## src/rtl/clause_unit_pkg.sv

```systemverilog
package clause_unit_pkg;
   localparam logic [1:0] ST_FALSE = 2'b00;
   localparam logic [1:0] ST_TRUE  = 2'b01;
   localparam logic [1:0] ST_OPEN  = 2'b10;
   localparam logic [1:0] ST_BAD   = 2'b11;

   // build a packed clause word with every slot set to one state
   function automatic logic [63:0] fill_word(input int slots, input logic [1:0] st);
      logic [63:0] w;
      w = '0;
      for (int i = 0; i < slots; i++) w[2*i +: 2] = st;
      return w;
   endfunction
endpackage

```

## src/rtl/clause_status_ram.sv

```systemverilog
module clause_status_ram #(
   parameter int NC = 32,
   parameter int FW = 8,
   parameter int CW = 5,
   parameter logic [FW-1:0] INIT = '0
) (
   input  logic          clk,
   input  logic          rst_n,
   input  logic [CW-1:0] rd_addr,
   output logic [FW-1:0] rd_data,
   input  logic          wr_en,
   input  logic [CW-1:0] wr_addr,
   input  logic [FW-1:0] wr_data
);
   generate
      if (NC < 2) begin : g_bad_depth
         $error("clause_status_ram: NC must be at least 2");
      end
      if ((1 << CW) < NC) begin : g_bad_addr
         $error("clause_status_ram: CW too narrow for NC");
      end
   endgenerate

   logic [FW-1:0] cells [NC];
   logic          fwd_hit;

   assign fwd_hit = wr_en && (wr_addr == rd_addr);

   always_ff @(posedge clk or negedge rst_n) begin
      if (!rst_n) begin
         for (int n = 0; n < NC; n++) cells[n] <= INIT;
         rd_data <= INIT;
      end else begin
         if (wr_en) cells[wr_addr] <= wr_data;
         // same-clause write this edge is passed straight to the reader
         rd_data <= fwd_hit ? wr_data : cells[rd_addr];
      end
   end

   // a read that collides with a write returns the written word
   a_r8_forward: assert property (@(posedge clk) disable iff (!rst_n)
      (wr_en && wr_addr == rd_addr) |=> (rd_data == $past(wr_data)));
endmodule

```

## src/rtl/clause_unit_eval.sv

```systemverilog
module clause_unit_eval
   import clause_unit_pkg::*;
#(
   parameter int K  = 4,
   parameter int PW = 2
) (
   input  logic [2*K-1:0] fields,
   output logic           hit,
   output logic [PW-1:0]  pos,
   output logic           all_false,
   output logic           any_true
);
   logic [K-1:0] is_zero;
   logic [K-1:0] is_open;
   logic [K-1:0] is_true;
   logic [K-1:0] unit_vec;

   generate
      for (genvar i = 0; i < K; i++) begin : g_slot
         logic [K-1:0] rest_ok;
         assign is_zero[i] = (fields[2*i +: 2] == ST_FALSE);
         assign is_open[i] = (fields[2*i +: 2] == ST_OPEN);
         assign is_true[i] = (fields[2*i +: 2] == ST_TRUE);
         // slot i is forced when it is open and every other slot is false
         assign rest_ok     = is_zero | (K'(1) << i);
         assign unit_vec[i] = is_open[i] && (&rest_ok);
      end
   endgenerate

   always_comb begin
      pos = '0;
      for (int i = 0; i < K; i++) begin
         if (unit_vec[i]) pos = PW'(i);
      end
   end

   assign hit       = |unit_vec;
   assign all_false = &is_zero;
   assign any_true  = |is_true;

   // a forced literal never coexists with a true slot
   always_comb begin
      a_r5_no_unit_when_sat: assert (!(hit && any_true) || $isunknown(fields));
   end
endmodule

```

## src/rtl/clause_unit_detect.sv

```systemverilog
module clause_unit_detect
   import clause_unit_pkg::*;
#(
   parameter int K  = 4,
   parameter int NC = 32,
   localparam int PW = (K > 1) ? $clog2(K) : 1,
   localparam int CW = (NC > 1) ? $clog2(NC) : 1,
   localparam int FW = 2 * K
) (
   input  logic          clk,
   input  logic          rst_n,
   input  logic          upd_valid,
   input  logic [CW-1:0] upd_cid,
   input  logic [PW-1:0] upd_pid,
   input  logic [1:0]    upd_status,
   output logic          imp_valid,
   output logic [CW-1:0] imp_cid,
   output logic [PW-1:0] imp_pid,
   output logic          conflict
);
   generate
      if (K < 2 || K > 32) begin : g_bad_k
         $error("clause_unit_detect: K must be within 2..32");
      end
   endgenerate

   localparam logic [63:0]   OPEN_ALL = fill_word(K, ST_OPEN);
   localparam logic [FW-1:0] INIT_W   = OPEN_ALL[FW-1:0];

   // stage 1: request captured while the clause word is read
   logic          s1_valid;
   logic [CW-1:0] s1_cid;
   logic [PW-1:0] s1_pid;
   logic [1:0]    s1_st;
   logic          s1_we;

   logic [FW-1:0] rd_q;
   logic [FW-1:0] merged;
   logic          u_hit;
   logic [PW-1:0] u_pos;
   logic          u_all_false;
   logic          u_any_true;

   always_ff @(posedge clk or negedge rst_n) begin
      if (!rst_n) begin
         s1_valid <= 1'b0;
         s1_cid   <= '0;
         s1_pid   <= '0;
         s1_st    <= ST_FALSE;
      end else begin
         s1_valid <= upd_valid;
         s1_cid   <= upd_cid;
         s1_pid   <= upd_pid;
         s1_st    <= upd_status;
      end
   end

   assign s1_we = s1_valid && (s1_st != ST_BAD);

   clause_status_ram #(
      .NC   (NC),
      .FW   (FW),
      .CW   (CW),
      .INIT (INIT_W)
   ) u_ram (
      .clk     (clk),
      .rst_n   (rst_n),
      .rd_addr (upd_cid),
      .rd_data (rd_q),
      .wr_en   (s1_we),
      .wr_addr (s1_cid),
      .wr_data (merged)
   );

   generate
      for (genvar i = 0; i < K; i++) begin : g_merge
         assign merged[2*i +: 2] = (s1_pid == PW'(i)) ? s1_st : rd_q[2*i +: 2];
      end
   endgenerate

   clause_unit_eval #(
      .K  (K),
      .PW (PW)
   ) u_eval (
      .fields    (merged),
      .hit       (u_hit),
      .pos       (u_pos),
      .all_false (u_all_false),
      .any_true  (u_any_true)
   );

   // stage 2: registered verdict
   always_ff @(posedge clk or negedge rst_n) begin
      if (!rst_n) begin
         imp_valid <= 1'b0;
         imp_cid   <= '0;
         imp_pid   <= '0;
         conflict  <= 1'b0;
      end else begin
         imp_valid <= s1_we && u_hit;
         imp_cid   <= s1_cid;
         imp_pid   <= u_hit ? u_pos : '0;
         conflict  <= s1_we && u_all_false;
      end
   end

   // conflict and implication are exclusive
   a_r4_exclusive: assert property (@(posedge clk) disable iff (!rst_n)
      !(imp_valid && conflict));

   // any verdict traces back to a request held one cycle earlier
   a_r2_origin: assert property (@(posedge clk) disable iff (!rst_n)
      (imp_valid || conflict) |-> $past(s1_valid));

   // the reported clause is the one that was updated
   a_r3_cid: assert property (@(posedge clk) disable iff (!rst_n)
      imp_valid |-> (imp_cid == $past(s1_cid)));

   // illegal status yields no verdict
   a_r7_drop: assert property (@(posedge clk) disable iff (!rst_n)
      (s1_valid && s1_st == ST_BAD) |=> !(imp_valid || conflict));

   // a satisfied merged clause yields no verdict
   a_r5_sat_quiet: assert property (@(posedge clk) disable iff (!rst_n)
      (s1_we && u_any_true) |=> !(imp_valid || conflict));
endmodule

```

## config.mk

```make
export PLATFORM = sky130hd
export DESIGN_NAME = clause_unit_detect
export DESIGN_NICKNAME = d
export VERILOG_FILES = /design/src/rtl/clause_unit_pkg.sv /design/src/rtl/clause_status_ram.sv /design/src/rtl/clause_unit_eval.sv /design/src/rtl/clause_unit_detect.sv
export SDC_FILE = /design/constraint.sdc
export NUM_CORES = 1
export LEC_CHECK = 0
export CAP_MARGIN = 20
export CORE_MARGIN = 2
export CORE_UTILIZATION = 40
export CTS_CLUSTER_DIAMETER = 200
export DETAILED_ROUTE_END_ITERATION = 10
export PLACE_DENSITY = 0.57
export SYNTH_ARGS = -nofsm -noshare
export SYNTH_HDL_FRONTEND = slang
export SYNTH_HIERARCHICAL = 1
export SYNTH_SLANG_ARGS = --single-unit
```

## constraint.sdc

```tcl
create_clock -name clk -period 3.4 [get_ports clk]
set_input_delay 0.51 -clock clk [delete_from_list [all_inputs] [get_ports clk]]
set_output_delay 0.51 -clock clk [all_outputs]
set_load 0.02 [all_outputs]
```

==> impl_summary.txt, run 1 <==
----------------------------------------------------
[Final layout]
  # nets final ... 920
  Area growth from synthesis to layout ... 13.1%
  Most frequent cells in the layout ... mux2_2 (259), dfrtp_1 (151), dfstp_2 (132)
  Leading cell type in the layout, fill and taps excluded ... mux2_2
  Antenna cell count ... 0
  Final std cells w/o fill ... 1373
  Proportion of layout cells with a drive suffix above 1 ... 0.562

[STA]
  Headroom to the max-slew limit ... 0.409
  Setup TNS ... 0 ns
  Clock Skews ... 0.00766 ns
  Worst slew pin tran ... 0.887 ns
  Finish-stage setup viols ... 0
  Worst setup margin ... 1.03 ns
  Count of final max-slew check failures ... 0
  Final period util ... 0.698
  Unrepaired setup endpoints after global routing ... false
  Max frequency ... 0.421 GHz
  Fin crit period ... 2.37 ns
  Endpoints failing hold ... 0

[Placed design]
  Final weighted congestion of routability-driven global placement ... 0.909
  Cell total after placement ... 1316
  Count of input and output buffers ... 20
  Dpl hpwl ... 20500 um
  Setup slack at placement ... 0.696 ns

[Floorplan]
  Die height ... 185 um
  Number of rows created at floorplan ... 66
  Core Footprint ... 32500 um2
  Starting density of the core ... 0.406
  Area of the die ... 34400 um2
  I/O pins ... 21
  Die Wd ... 185 um

[Worst setup path]
  Type of element launching the critical path ... flip-flop
  Arrival time of data at the critical path endpoint ... 2.81 ns
  Req. time, crit path ... 3.84 ns
  Setup CP Type ... flip-flop to flip-flop
  Crit. End Element ... flip-flop
  Maximum net fanout on the critical path ... 8

[Yosys]
  Net Count, Synth ... 895
  Yosys warning count ... 6
  Mapped cell area ... 13200 um2
  Gate count after technology mapping ... 883
  Mean instance size in the synthesized netlist ... 14.9 um2

[Status]
  Status ... finished clean

[Detailed routing]
  Final routed DRC violation total ... 0
  Total wirelength of the detailed-routed design ... 32000 um
  DRC marker count from the first detailed-route iteration ... 514
  Average wire length per cell after detail routing ... 23.3 um
  Via-to-Cell Ratio ... 5.42
  Number of antenna-violating nets in the routed design ... 0
  First drt pass iteration count ... 5
  Routed vias ... 7443

[Min path]
  Hold Crit Class ... input pin to flip-flop

[Global route]
  Maximum number of pins on one net before global-route repair ... 90
  Overflow left after global routing ... 0
  First-pass GRT wire length ... 49900 um
  Antenna violations before repair ... 0
  Number of global-route vias before repair ... 7718
  GRT Total Usage ... 0.194

[Clock network]
  Clock tree from TritonCTS ... built
  Register clock-pin slew on the reported worst setup and hold paths ... 0.06 ns
  Number of buffers between clock root and the deepest sink ... 3
  H-tree lvl count ... 1
  TritonCTS Buffers ... 31
  Total clock sinks ... 283
  Buffer cell driving the clock tree root ... clkbuf_16
  Clock latency reported for the late side of the worst-skew pair ... 0.56 ns

[Power and ir drop]
  IR drop worst, VDD ... 0.343 mV
  Total leakage power ... 6.40 nW
  Power density over the cells ... 628 nW/um2

[Flow run]
  Number of max-cap violations ... 0

----------------------------------------------------
layer usage:
| metal | vias to the layer above | global-route usage | part of all wire |
|---|---|---|---|
| met2 | 146 | 0.295 | 0.45 |
| met1 | 3942 | 0.291 | 0.49 |
| li1 | 3318 | - | - |
| met3 | 37 | 0.0338 | 0.046 |
| met4 | 0 | 0.0359 | 0.013 |
| met5 | - | 0 | 0 |
final cells by class:
cell class	instances	area, um2
repair buffers	52	505
flip-flops and latches	283	7250
inverters	2	7.51
clock inverters	4	70.1
multi-input cells	538	5570
well taps	442	553
clock buffers	52	935
fillers	2853	17600
repair_timing:
item | 4_1_cts | 5_1_grt
buffers inserted | 0 | 0
hold buffers | 1 | 0
gates resized for setup | 0 | 0
endpoints found under the setup margin | 0 | 0
endpoints found under the hold margin | 37 | 0
through the flow:
stage	total power [mW]	instance area, um2	hold slack, ns	utilization
floorplan	5.54	13200	0.214	-
global placement	6.05	13900	0.481	0.428
detailed placement	6.09	13900	0.489	0.428
CTS	9.44	14900	0.266	0.459
global route	9.78	14900	0.274	0.459
finish	9.35	14900	0.280	0.459
state kept, by name, summed over array words and instances (netlist names):
signal / count
u_ram/cells: 256
s1_cid: 5
u_ram/rd_data: 8
s1_st: 2
conflict: 1
s1_pid: 2
imp_valid: 1
s1_valid: 1
imp_cid: 5
imp_pid: 2
worst max-delay path, stage by stage, from the launching register on:
cell and delay (ns):
dfrtp_1 0.42, a21boi_1 0.36, or3b_2 0.61, nor2_2 0.46, mux2_2 0.39
where the power goes:
group	internal, mW	switching, mW
registers	4.19	0.297
logic	0.788	0.752
clock network	2.00	1.32
total	6.98	2.37
final timing paths:
path                                  startpoint                to  slack [ns]  depth (start not counted)
worst max-delay path                    s1_st[1]  u_ram/cells[152]        1.03                          4
min in group asynchronous                  rst_n  u_ram/cells[224]        0.55                          2
worst min-delay path                  upd_cid[1]         s1_cid[1]        0.28                          1
max in group asynchronous                  rst_n    u_ram/cells[3]        1.80                          3
worst max register to register          s1_st[1]  u_ram/cells[152]        1.03                          4
worst min register to register  u_ram/cells[100]  u_ram/cells[100]        0.50                          1
Note: power is estimated with default switching activity, not from simulation.
==> run 2: changes to the inputs <==
==> constraint.sdc (replaced) <==
create_clock -name clk -period 2.4 [get_ports clk]
set_input_delay 0.36 -clock clk [delete_from_list [all_inputs] [get_ports clk]]
set_output_delay 0.36 -clock clk [all_outputs]
set_load 0.02 [all_outputs]
==> run 2 against run 1 <==
Largest power group unchanged. Highest routed layer unchanged. Count of clock-buffer cells in the layout fell by 9. Power grew 44%. Non-clock buffer count increased by 32. Die area unchanged. Fmax up 2.1%. Critical endpoint is now u_ram/rd_data[0].
==> impl_summary.txt, run 2 (same netlist as run 1, synthesis figures left out) <==
----------------------------------------------------
[Final layout]
  Leading cell type in the layout, fill and taps excluded ... mux2_2
  Register with the most flip-flops ... u_ram/cells
  Largest registers ... u_ram/cells: 256 flops, u_ram/rd_data: 8 flops
  Most frequent cells in the layout ... mux2_2 (258), dfrtp_1 (151), dfstp_2 (132)
  Filler instances ... 2884
  Final design area excluding fillers ... 15200 um2
  Final std cells w/o fill ... 1406
  # nets final ... 952
  Area growth from synthesis to layout ... 15.6%
  Sequential Area ... 7250 um2
  Proportion of layout cells with a drive suffix above 1 ... 0.581
  Max reg flops ... 256
  Multi-input logic area ... 5570 um2
  Antenna cell count ... 0

[Power and ir drop]
  Power density over the cells ... 888 nW/um2
  Reg power frac ... 0.473
  IR drop worst, VDD ... 0.575 mV
  Switching Fraction ... 0.250
  Gate power share ... 0.163
  Clock power share ... 0.365
  Internal power ... 10.1 mW
  P_sw ... 3.38 mW
  Total leakage power ... 6.60 nW

[STA]
  Worst setup margin ... 0.0771 ns
  Worst slew pin tran ... 0.978 ns
  Unrepaired setup endpoints after global routing ... false
  Tightest hold margin ... 0.253 ns
  Finish-stage setup viols ... 0
  Endpoints failing hold ... 0
  Final period util ... 0.968
  Headroom to the max-slew limit ... 0.346
  Max frequency ... 0.430 GHz
  Count of final max-slew check failures ... 0
  Fin crit period ... 2.32 ns
  Clock Skews ... 0.0145 ns

[Detailed routing]
  DRC marker count from the first detailed-route iteration ... 454
  Total wirelength of the detailed-routed design ... 31800 um
  Final routed DRC violation total ... 0
  First drt pass iteration count ... 5
  Number of antenna-violating nets in the routed design ... 0
  Via-to-Cell Ratio ... 5.41
  Average wire length per cell after detail routing ... 22.6 um
  Routed vias ... 7604

[Global route]
  Number of global-route vias before repair ... 7870
  Overflow left after global routing ... 0
  Antenna violations before repair ... 0
  First-pass GRT wire length ... 49100 um
  Maximum number of pins on one net before global-route repair ... 87
  GRT Total Usage ... 0.190

[Worst setup path]
  R2R Setup Slk ... 0.08 ns
  Type of element launching the critical path ... flip-flop
  Arrival time of data at the critical path endpoint ... 2.81 ns
  Maximum net fanout on the critical path ... 10
  Req. time, crit path ... 2.89 ns
  Setup CP Type ... flip-flop to flip-flop
  Cell count of the worst reg-to-reg path ... 5
  Crit. End Element ... flip-flop

[Flow run]
  Number of max-cap violations ... 0

[Clock network]
  Register clock-pin slew on the reported worst setup and hold paths ... 0.06 ns
  Number of instances resized during post-cts repair ... 0
  Clock latency reported for the late side of the worst-skew pair ... 0.55 ns
  Total clock sinks ... 283
  TritonCTS Buffers ... 31
  Clock tree from TritonCTS ... built
  Buffer cell driving the clock tree root ... clkbuf_16
  H-tree lvl count ... 1
  Number of buffers between clock root and the deepest sink ... 3

[Status]
  Status ... finished clean

[Placed design]
  Cell total after placement ... 1348
  Setup slack at placement ... -0.171 ns
  Count of input and output buffers ... 20
  Placed Area ... 14100 um2
  Dpl hpwl ... 21400 um
  Final weighted congestion of routability-driven global placement ... 0.855

[Min path]
  Number of cells on the worst hold path ... 1
  Hold Crit Class ... input pin to flip-flop

[Floorplan]
  Core Footprint ... 32500 um2
  Number of rows created at floorplan ... 66
  Area of the die ... 34400 um2
  Starting density of the core ... 0.406
  Die Wd ... 185 um
  I/O pins ... 21
  Die height ... 185 um

----------------------------------------------------
## run 2: layout make-up
cell class,instances,area share
inverter,2,0.000494
multi-input combinational,538,0.366
sequential,283,0.476
clock buffer,43,0.0566
tap,442,0.0364
timing repair buffer,84,0.0507
clock inverter,14,0.0132
## run 2: path summary, 6_finish.rpt
kind / startpoint / to
worst max register to register: s1_cid[4] / u_ram/rd_data[0]
worst min register to register: u_ram/cells[148] / u_ram/cells[148]
worst max-delay path: s1_cid[4] / u_ram/rd_data[0]
max in group asynchronous: rst_n / u_ram/cells[133]
min in group asynchronous: rst_n / u_ram/cells[232]
worst min-delay path: upd_valid / s1_valid
## run 2: critical path, cell delays in order, from the launching register on
cell and delay, ns:
dfrtp_1 0.71, xor2_1 0.19, nor4_1 0.08, and3_1 0.28, nor4_1 0.76, a22o_1 0.24
## run 2: timing repair
item | in CTS | in global routing
setup buffers | 0 | 0
endpoints found under the hold margin | 35 | 0
hold buffers | 1 | 0
## run 2: metrics by stage
step / utilization / setup TNS (ns) / power [mW]
2_1_floorplan: - / 0 / 7.85
3_3_place_gp: 0.436 / -0.505 / 8.62
3_5_place_dp: 0.436 / -0.711 / 8.66
4_1_cts: 0.469 / 0 / 13.7
5_1_grt: 0.469 / 0 / 14.1
6_report: 0.469 / 0 / 13.5
## run 2: layer usage
layer | share of wire | up-vias | track usage | routed length, um
li1 | - | 3376 | - | -
met1 | 0.48 | 4024 | 0.274 | 15300
met2 | 0.44 | 149 | 0.292 | 14100
met3 | 0.048 | 55 | 0.0342 | 1530
met4 | 0.028 | 0 | 0.0587 | 891
met5 | 0 | - | 0 | 0
## run 2: power by group through the flow
stage	sequential [mW]	clock [mW]	combinational (mW)
after floorplan	6.28	0	1.57
after global placement	6.44	0	2.18
after detailed placement	6.45	0	2.21
after CTS	6.38	5.07	2.22
after global routing	6.50	5.26	2.37
final	6.38	4.93	2.20
==> run 3: changes to the inputs <==
--- a/config.mk
+++ b/config.mk
@@ -5,12 +5,11 @@
 export SDC_FILE = /design/constraint.sdc
 export NUM_CORES = 1
 export LEC_CHECK = 0
-export CAP_MARGIN = 20
 export CORE_MARGIN = 2
 export CORE_UTILIZATION = 40
 export CTS_CLUSTER_DIAMETER = 200
 export DETAILED_ROUTE_END_ITERATION = 10
-export PLACE_DENSITY = 0.57
+export PLACE_DENSITY = 0.55
 export SYNTH_ARGS = -nofsm -noshare
 export SYNTH_HDL_FRONTEND = slang
 export SYNTH_HIERARCHICAL = 1
==> run 3 against run 2 <==
Critical path depth rose by 1. Die area unchanged. Final cell count is 0.36% lower. Largest power group unchanged. Sequential cell count is the same. Hold slack improved by 0.063 ns. Routed wire length rose by 0.42%. Via count shrank 0.13%. Non-clock buffer count down 9. Worst setup slack improved by 0.16 ns. Largest cell class unchanged. Global-route usage up 0.32 points.
==> impl_summary.txt, run 3 (same netlist as run 1, synthesis figures left out) <==
----------------------------------------------------
[Placed design]
  Final weighted congestion of routability-driven global placement ... 0.843
  Dpl hpwl ... 21100 um
  Placed Area ... 14000 um2
  Count of input and output buffers ... 20

[Power and ir drop]
  Power density over the cells ... 906 nW/um2
  IR drop worst, VDD ... 0.402 mV
  Total leakage power ... 6.60 nW

[Detailed routing]
  First drt pass iteration count ... 5
  Total wirelength of the detailed-routed design ... 31900 um
  Final routed DRC violation total ... 0
  Via-to-Cell Ratio ... 5.42
  Routed vias ... 7594
  Average wire length per cell after detail routing ... 22.8 um
  DRC marker count from the first detailed-route iteration ... 451
  Number of antenna-violating nets in the routed design ... 0

[Worst setup path]
  Arrival time of data at the critical path endpoint ... 2.55 ns
  Maximum net fanout on the critical path ... 10
  Setup CP Type ... flip-flop to flip-flop
  Crit. End Element ... flip-flop
  Type of element launching the critical path ... flip-flop
  Req. time, crit path ... 2.78 ns

[Floorplan]
  Starting density of the core ... 0.406
  Die Wd ... 185 um
  I/O pins ... 21
  Core Footprint ... 32500 um2
  Die height ... 185 um
  Number of rows created at floorplan ... 66
  Area of the die ... 34400 um2

[Clock network]
  Post-CTS setup-driven buffer insertion count ... 0
  Register clock-pin slew on the reported worst setup and hold paths ... 0.05 ns
  H-tree lvl count ... 2
  Clock latency reported for the late side of the worst-skew pair ... 0.50 ns
  Hold-fix buffers, CTS ... 1
  Buffer cell driving the clock tree root ... clkbuf_16
  Clock tree from TritonCTS ... built
  Number of buffers between clock root and the deepest sink ... 3
  Number of instances resized during post-cts repair ... 0
  Total clock sinks ... 283
  TritonCTS Buffers ... 34

[Final layout]
  Most frequent cells in the layout ... mux2_2 (258), dfrtp_1 (151), dfstp_2 (132)
  Antenna cell count ... 0
  Proportion of layout cells with a drive suffix above 1 ... 0.576
  Final design area excluding fillers ... 15200 um2
  Register with the most flip-flops ... u_ram/cells
  Largest registers ... u_ram/cells: 256 flops, u_ram/rd_data: 8 flops
  Max reg flops ... 256
  Leading cell type in the layout, fill and taps excluded ... mux2_2
  # nets final ... 946
  Utilization of the core after routing ... 0.469
  Filler instances ... 2858
  Sequential Area ... 7250 um2
  Multi-input logic area ... 5570 um2
  Area growth from synthesis to layout ... 15.6%

[STA]
  Headroom to the max-slew limit ... 0.312
  Tightest hold margin ... 0.316 ns
  Count of final max-slew check failures ... 0
  Final period util ... 0.903
  Worst slew pin tran ... 1.03 ns
  Finish-stage setup viols ... 0
  Fin crit period ... 2.17 ns
  Endpoints failing hold ... 0
  Clock Skews ... 0.0104 ns
  Unrepaired setup endpoints after global routing ... false
  Max frequency ... 0.462 GHz

[Status]
  Status ... finished clean

[Global route]
  First-pass GRT wire length ... 49300 um
  Maximum number of pins on one net before global-route repair ... 68
  Antenna violations before repair ... 1
  GRT Total Usage ... 0.193
  Number of global-route vias before repair ... 7836
  Overflow left after global routing ... 0

[Min path]
  Hold Crit Class ... input pin to flip-flop

[Flow run]
  Number of max-cap violations ... 0

----------------------------------------------------
## run 3: per-stage QoR
step	worst slack, ns	power, mW	TNS [ns]	instances
2_1_floorplan	0.254	7.85	0	883
3_3_place_gp	-0.326	8.62	-0.852	1339
3_5_place_dp	-0.292	8.66	-0.747	1339
4_1_cts	0.221	14.0	0	1401
5_1_grt	0.0613	14.4	0	1401
6_report	0.234	13.8	0	1401
## run 3: final timing paths
check                               start               end  slack, ns  cells past startpoint
setup / recovery                 s1_st[1]  u_ram/cells[254]       0.23                      6
hold / removal              upd_status[1]          s1_st[1]       0.32                      1
setup reg to reg                 s1_st[1]  u_ram/cells[254]       0.23                      6
hold reg to reg            u_ram/cells[0]    u_ram/cells[0]       0.50                      1
max in group asynchronous           rst_n   u_ram/cells[55]       1.27                      3
min in group asynchronous           rst_n  u_ram/cells[216]       0.37                      2
## run 3: final cells by class
type,instances,share of cell area
well taps,442,0.0363
clock inverters,5,0.00518
repair buffers,75,0.0446
clock buffers,56,0.0708
inverters,2,0.000493
multi-input cells,538,0.366
flip-flops and latches,283,0.476
## run 3: routing by layer
layer	vias up	GRT usage	wire [um]
met5	-	0	0
met4	0	0.0625	854
met3	49	0.0275	1060
met2	138	0.297	14600
met1	4035	0.282	15500
li1	3372	-	-
## run 3: power breakdown
part           internal [mW]  switching, mW
clock                   3.28           1.94
sequential              5.94          0.416
combinational           1.15           1.06
total                   10.4           3.42
## run 3: worst max-delay path, stage by stage (launching register included)
cell and delay [ns]:
dfrtp_1 0.43, a21boi_1 0.17, buf_4 0.18, nor3b_1 0.38, buf_4 0.19, nand2_1 0.31
mux2_2 0.39
